### config.mk
export PLATFORM = sky130hd
export DESIGN_NAME = udma_rx_capture
export DESIGN_NICKNAME = d
export VERILOG_FILES = /design/src/rtl/udma_rx_pkg.sv /design/src/rtl/udma_strobe_sync.sv /design/src/rtl/udma_word_packer.sv /design/src/rtl/udma_word_fifo.sv /design/src/rtl/udma_rx_capture.sv
export SDC_FILE = /design/constraint.sdc
export NUM_CORES = 1
export LEC_CHECK = 0
export BUFFER_PORTS_ARGS = -buffer_cell sky130_fd_sc_hd__buf_2
export CORE_MARGIN = 3
export CORE_UTILIZATION = 44
export CTS_CLUSTER_SIZE = 28
export DETAILED_ROUTE_END_ITERATION = 10
export GPL_ROUTABILITY_DRIVEN = 0
export SLEW_MARGIN = 5
export SYNTH_ARGS = -nofsm -noshare
export SYNTH_HDL_FRONTEND = slang
export SYNTH_SLANG_ARGS = --single-unit
### constraint.sdc
create_clock -name clk -period 2.5 [get_ports clk]
set_clock_uncertainty 0.05 [all_clocks]
set_input_delay 0.25 -clock clk [delete_from_list [all_inputs] [get_ports clk]]
set_output_delay 0.25 -clock clk [all_outputs]
set_load 0.03 [all_outputs]
### src/rtl/udma_rx_pkg.sv
package udma_rx_pkg;
    typedef enum logic [0:0] {
        PK_WAIT_LO = 1'b0,
        PK_WAIT_HI = 1'b1
    } pack_state_e;

    typedef enum logic [0:0] {
        OV_CLEAR   = 1'b0,
        OV_FLAGGED = 1'b1
    } ovr_state_e;
endpackage

### src/rtl/udma_strobe_sync.sv
module udma_strobe_sync #(
    parameter int HALF_W = 16,
    parameter int STAGES = 2
) (
    input  logic              clk,
    input  logic              rst_n,
    input  logic              strobe_i,
    input  logic [HALF_W-1:0] data_i,
    output logic              edge_o,
    output logic [HALF_W-1:0] data_o
);
    // One flop beyond the synchronizer keeps the previous level for edge detection.
    logic [STAGES:0]   strobe_q;
    logic [HALF_W-1:0] data_q [STAGES];

    always_ff @(posedge clk or negedge rst_n) begin
        if (!rst_n) begin
            strobe_q <= '0;
        end else begin
            strobe_q <= {strobe_q[STAGES-1:0], strobe_i};
        end
    end

    // Data pipeline of the same depth as the synchronizer.
    genvar g;
    generate
        for (g = 0; g < STAGES; g++) begin : g_data_pipe
            if (g == 0) begin : g_first
                always_ff @(posedge clk or negedge rst_n) begin
                    if (!rst_n) data_q[g] <= '0;
                    else        data_q[g] <= data_i;
                end
            end else begin : g_next
                always_ff @(posedge clk or negedge rst_n) begin
                    if (!rst_n) data_q[g] <= '0;
                    else        data_q[g] <= data_q[g-1];
                end
            end
        end
    endgenerate

    assign edge_o = strobe_q[STAGES-1] ^ strobe_q[STAGES];
    assign data_o = data_q[STAGES-1];
endmodule

### src/rtl/udma_word_packer.sv
module udma_word_packer
    import udma_rx_pkg::*;
#(
    parameter int HALF_W = 16,
    localparam int WORD_W = 2 * HALF_W
) (
    input  logic              clk,
    input  logic              rst_n,
    input  logic              edge_i,
    input  logic [HALF_W-1:0] half_i,
    output logic              word_valid_o,
    output logic [WORD_W-1:0] word_o
);
    pack_state_e       state_q, state_d;
    logic [HALF_W-1:0] low_q;

    always_ff @(posedge clk or negedge rst_n) begin
        if (!rst_n) begin
            state_q <= PK_WAIT_LO;
            low_q   <= '0;
        end else begin
            state_q <= state_d;
            if (edge_i && state_q == PK_WAIT_LO) begin
                low_q <= half_i;
            end
        end
    end

    always_comb begin
        state_d = state_q;
        unique case (state_q)
            PK_WAIT_LO: if (edge_i) state_d = PK_WAIT_HI;
            PK_WAIT_HI: if (edge_i) state_d = PK_WAIT_LO;
            default:                state_d = PK_WAIT_LO;
        endcase
    end

    always_comb begin
        word_valid_o = 1'b0;
        word_o       = {half_i, low_q};
        unique case (state_q)
            PK_WAIT_LO: word_valid_o = 1'b0;
            PK_WAIT_HI: word_valid_o = edge_i;
            default:    word_valid_o = 1'b0;
        endcase
    end
endmodule

### src/rtl/udma_word_fifo.sv
module udma_word_fifo
    import udma_rx_pkg::*;
#(
    parameter int WORD_W    = 32,
    parameter int DEPTH     = 4,
    parameter int PAUSE_LVL = 3,
    localparam int PTR_W    = (DEPTH > 1) ? $clog2(DEPTH) : 1,
    localparam int CNT_W    = $clog2(DEPTH + 1)
) (
    input  logic              clk,
    input  logic              rst_n,
    input  logic              push_i,
    input  logic [WORD_W-1:0] push_data_i,
    input  logic              pop_i,
    input  logic              ovr_clr_i,
    output logic [WORD_W-1:0] head_o,
    output logic              not_empty_o,
    output logic              near_full_o,
    output logic              overrun_o
);
    logic [WORD_W-1:0] mem_q [DEPTH];
    logic [PTR_W-1:0]  wr_ptr_q, rd_ptr_q;
    logic [CNT_W-1:0]  cnt_q;
    logic              pop_ok, wr_ok, drop;
    ovr_state_e        ovr_q, ovr_d;

    // A pop in the same cycle frees the slot that a push into a full buffer needs.
    assign pop_ok = pop_i && (cnt_q != '0);
    assign wr_ok  = push_i && ((cnt_q < CNT_W'(DEPTH)) || pop_ok);
    assign drop   = push_i && !wr_ok;

    always_ff @(posedge clk or negedge rst_n) begin
        if (!rst_n) begin
            wr_ptr_q <= '0;
            rd_ptr_q <= '0;
            cnt_q    <= '0;
        end else begin
            if (wr_ok) begin
                wr_ptr_q <= (wr_ptr_q == PTR_W'(DEPTH - 1)) ? '0 : wr_ptr_q + 1'b1;
            end
            if (pop_ok) begin
                rd_ptr_q <= (rd_ptr_q == PTR_W'(DEPTH - 1)) ? '0 : rd_ptr_q + 1'b1;
            end
            unique case ({wr_ok, pop_ok})
                2'b10:   cnt_q <= cnt_q + 1'b1;
                2'b01:   cnt_q <= cnt_q - 1'b1;
                default: cnt_q <= cnt_q;
            endcase
        end
    end

    genvar s;
    generate
        for (s = 0; s < DEPTH; s++) begin : g_slot
            always_ff @(posedge clk or negedge rst_n) begin
                if (!rst_n) begin
                    mem_q[s] <= '0;
                end else if (wr_ok && wr_ptr_q == PTR_W'(s)) begin
                    mem_q[s] <= push_data_i;
                end
            end
        end
    endgenerate

    // Overrun flag state machine.
    always_ff @(posedge clk or negedge rst_n) begin
        if (!rst_n) ovr_q <= OV_CLEAR;
        else        ovr_q <= ovr_d;
    end

    always_comb begin
        ovr_d = ovr_q;
        unique case (ovr_q)
            OV_CLEAR:   if (drop)                   ovr_d = OV_FLAGGED;
            OV_FLAGGED: if (ovr_clr_i && !drop)     ovr_d = OV_CLEAR;
            default:                                ovr_d = OV_CLEAR;
        endcase
    end

    always_comb begin
        overrun_o   = (ovr_q == OV_FLAGGED);
        head_o      = mem_q[rd_ptr_q];
        not_empty_o = (cnt_q != '0);
        near_full_o = (cnt_q >= CNT_W'(PAUSE_LVL));
    end
endmodule

### src/rtl/udma_rx_capture.sv
module udma_rx_capture
    import udma_rx_pkg::*;
#(
    parameter int HALF_W    = 16,
    parameter int SYNC_LEN  = 2,
    parameter int DEPTH     = 4,
    parameter int PAUSE_LVL = 3,
    localparam int WORD_W   = 2 * HALF_W
) (
    input  logic              clk,
    input  logic              rst_n,
    input  logic              dev_strobe,
    input  logic [HALF_W-1:0] dev_data,
    output logic              dev_pause,
    output logic              dma_req,
    input  logic              dma_ack,
    output logic [WORD_W-1:0] dma_data,
    output logic              overrun,
    input  logic              overrun_clr
);
    logic              strobe_edge;
    logic [HALF_W-1:0] half_word;
    logic              word_valid;
    logic [WORD_W-1:0] packed_word;

    udma_strobe_sync #(.HALF_W(HALF_W), .STAGES(SYNC_LEN)) u_sync (
        .clk      (clk),
        .rst_n    (rst_n),
        .strobe_i (dev_strobe),
        .data_i   (dev_data),
        .edge_o   (strobe_edge),
        .data_o   (half_word)
    );

    udma_word_packer #(.HALF_W(HALF_W)) u_pack (
        .clk          (clk),
        .rst_n        (rst_n),
        .edge_i       (strobe_edge),
        .half_i       (half_word),
        .word_valid_o (word_valid),
        .word_o       (packed_word)
    );

    udma_word_fifo #(.WORD_W(WORD_W), .DEPTH(DEPTH), .PAUSE_LVL(PAUSE_LVL)) u_fifo (
        .clk         (clk),
        .rst_n       (rst_n),
        .push_i      (word_valid),
        .push_data_i (packed_word),
        .pop_i       (dma_ack),
        .ovr_clr_i   (overrun_clr),
        .head_o      (dma_data),
        .not_empty_o (dma_req),
        .near_full_o (dev_pause),
        .overrun_o   (overrun)
    );
endmodule

==> results_dict.tcl <==
set metrics [dict create \
    rr_startpoint "u_sync.strobe_q[1]" \
    synth_edf_count 0 \
    crit_fanout 11 \
    syn_avg_cell_area_um2 17.8 \
    vias_per_cell 5.19 \
    arrival_ns 2.01 \
    holdPathStages 3 \
    min_path_type "in -> reg" \
    grt_use_total 0.162 \
    synthFlopType "dfrtp_1" \
    wl_met1_um 6780 \
    met3RoutedLength_um 439 \
    drtAntennaViolNets 0 \
    fin_tns_setup_ns 0 \
    end_kind "primary output" \
    crit_start "u_fifo.rd_ptr_q[0]" \
    syn_inst 427 \
    num_rows 47 \
    critPathTopFamily "flip-flops" \
    grt_pass1_vias 4177 \
    hold_viol 0 \
    ys_warn_count 0 \
    initial_core_util 0.454 \
    relSlewSlack 0.607 \
    routed.top_layer "met4" \
    nFillCells 1335 \
    path_depth 3 \
    drive_gt1_frac 0.542 \
    ys_types 21 \
    dieArea_um2 18800 \
    worst-path-buf-inv 2 \
    mostFrequentLayoutCell "dfrtp_1" \
    vias 3851 \
    status "finished, final reports clean" \
    synth_seq_cells 188 \
    path_cells "buf_4 > mux4_2 > buf_2" \
    grt_max_degree 72 \
    dp_hpwl_um 8310 \
    cap_viol_max_count 0 \
    insertedDiodeCount 0 \
    cts_setup_buffers 0 \
    ioPinCount 56 \
    grt-ovfl-total 0 \
    hold_start "dma_ack" \
    setup_viol 0 \
    fin_crit_sh 0.925 \
    p_leak_nw 4.06 \
    drc 0 \
    yosysTopAreaCell "dfrtp_1" \
    worstSetupPathType "reg -> out" \
    crit_required_ns 2.20 \
    cts.sink_count 188 \
    antenna_found_initial 0 \
    cts_inserted_buffers 17 \
    ir_drop_mv 0.593 \
    crit_path_top_delay_cell "dfrtp_4" \
    drt-total-wl_um 14000 \
    rsz0062_at_grt "no" \
    yosysSeqAreaShare 0.620 \
    mappedNetlistArea_um2 7580 \
    p_per_area_nw_per_um2 1450 \
    rrSetupSlack_ns 0.34 \
    fp.dieH_um 137 \
    reg2reg_depth 9 \
    first_pass_iters 4 \
    final_cell_mix "dfrtp_1 (187), mux2_2 (136), buf_2 (54), mux4_2 (32), dlygate4sd3_1 (19)" \
    yosysTopAreaCellShare 0.620 \
    power_w 0.0131 \
    fmax_mhz 432 \
    syn-num-nets 457 \
    post_drt_wl_per_cell_um 18.8 \
    port_buffers 55 \
    tritoncts "built" \
    grt_pass1_wl_um 23000 \
    die_w_um 137 \
    cts_root_buf "clkbuf_16" \
    synthTopCellsByArea "dfrtp_1 (62%), mux2_2 (20%), mux4_2 (9.5%)" \
    path_clk_slew_ns 0.06 \
    clk_latency_ns 0.42 \
    slew_viol_final 0 \
    wl_met2_um 6560 \
    async_flop_share 1.00 \
    drt-initial-drc-count 240 \
    syn_to_final_growth_pct 18.5 \
    startpoint_type "register" \
    nets 539 \
    worst_pin_slew_ns 0.590 \
    critPathMaxStageDelay_ns 0.58 \
    clockBufferDepth 2 \
    coreArea_um2 16700 \
    period_minus_slack_ns 2.31 \
    h-tree-depth 4 \
]
## flip-flops by register name (all words and copies together), names as in the netlist
name,cells
u_pack.low_q,16
u_fifo.wr_ptr_q,2
u_sync.data_q,16
u_sync.strobe_q,3
u_fifo.rd_ptr_q,2
u_fifo.cnt_q,3
u_fifo.overrun_o,1
u_fifo.mem_q,128
u_pack.state_q,1
u_sync.data_o,16
## synth_stat cells (2+ instances only)
| cell type | count |
|---|---|
| nor2_1 | 3 |
| xor2_1 | 3 |
| ha_1 | 8 |
| buf_6 | 3 |
| buf_2 | 5 |
| nand2_1 | 2 |
| mux2_4 | 12 |
| buf_4 | 12 |
| nand3_2 | 4 |
| mux4_2 | 32 |
| inv_1 | 10 |
| dfrtp_1 | 188 |
| mux2_2 | 136 |
| clkbuf_1 | 2 |
## report_power, final
group          internal [W]  switching, W  leakage, nW
combinational       0.00257       0.00254         1.50
sequential          0.00432      0.000786         2.25
clock               0.00172       0.00111        0.306
## tightest hold or removal path: cells and delay by family
kind	cells	cell delay, ns
multiplexers	1	0.16
AND/OR/NAND/NOR	1	0.11
buffers and inverters	1	0.10
## repair_timing
item | in CTS | in global routing
hold buffers | 19 | 0
endpoints found under the hold margin | 87 | 0
gates resized for setup | 0 | 1
setup endpoints to repair | 0 | 2
## final timing paths
path | to
min in group asynchronous | u_fifo.mem_q[102]
max | dma_data[21]
min reg2reg | u_sync.data_o[0]
max in group asynchronous | u_fifo.rd_ptr_q[0]
min | u_fifo.rd_ptr_q[1]
max reg2reg | u_fifo.cnt_q[2]
## metrics by stage
stage,worst slack (ns),hold WS [ns],cell area [um2],instances,utilization
finish,0.187,0.188,8990,742,0.538
global route,0.0928,0.204,8990,742,0.538
CTS,0.0451,0.180,8990,742,0.538
detailed placement,0.332,0.255,8170,691,0.489
global placement,0.396,0.245,8170,691,0.489
floorplan,0.473,-0.0956,7580,427,-
## layout make-up
| type | instances | area (um2) | area share |
|---|---|---|---|
| Tap cell | 220 | 275 | 0.0306 |
| Timing Repair Buffer | 85 | 657 | 0.0731 |
| Clock inverter | 12 | 169 | 0.0188 |
| Clock buffer | 20 | 457 | 0.0508 |
| Multi-Input combinational cell | 207 | 2690 | 0.299 |
| Sequential cell | 188 | 4710 | 0.524 |
| Inverter | 10 | 37.5 | 0.00418 |
## per-layer routing
layer / up-vias / global-route usage
met4: 0 / 0.0516
met1: 2065 / 0.233
met5: - / 0
li1: 1713 / -
met3: 12 / 0.0394
met2: 61 / 0.245
## cell families after synthesis
family,after synthesis,share of synthesized area
multiplexers,181,0.322
adder cells (fa/ha/maj),9,0.0158
AND/OR/NAND/NOR,11,0.00974
XOR/XNOR,4,0.00462
buffers and inverters,32,0.0256
flip-flops,188,0.620
AO/OA/AOI/OAI,2,0.00182
Note: power is estimated with default switching activity, not from simulation.
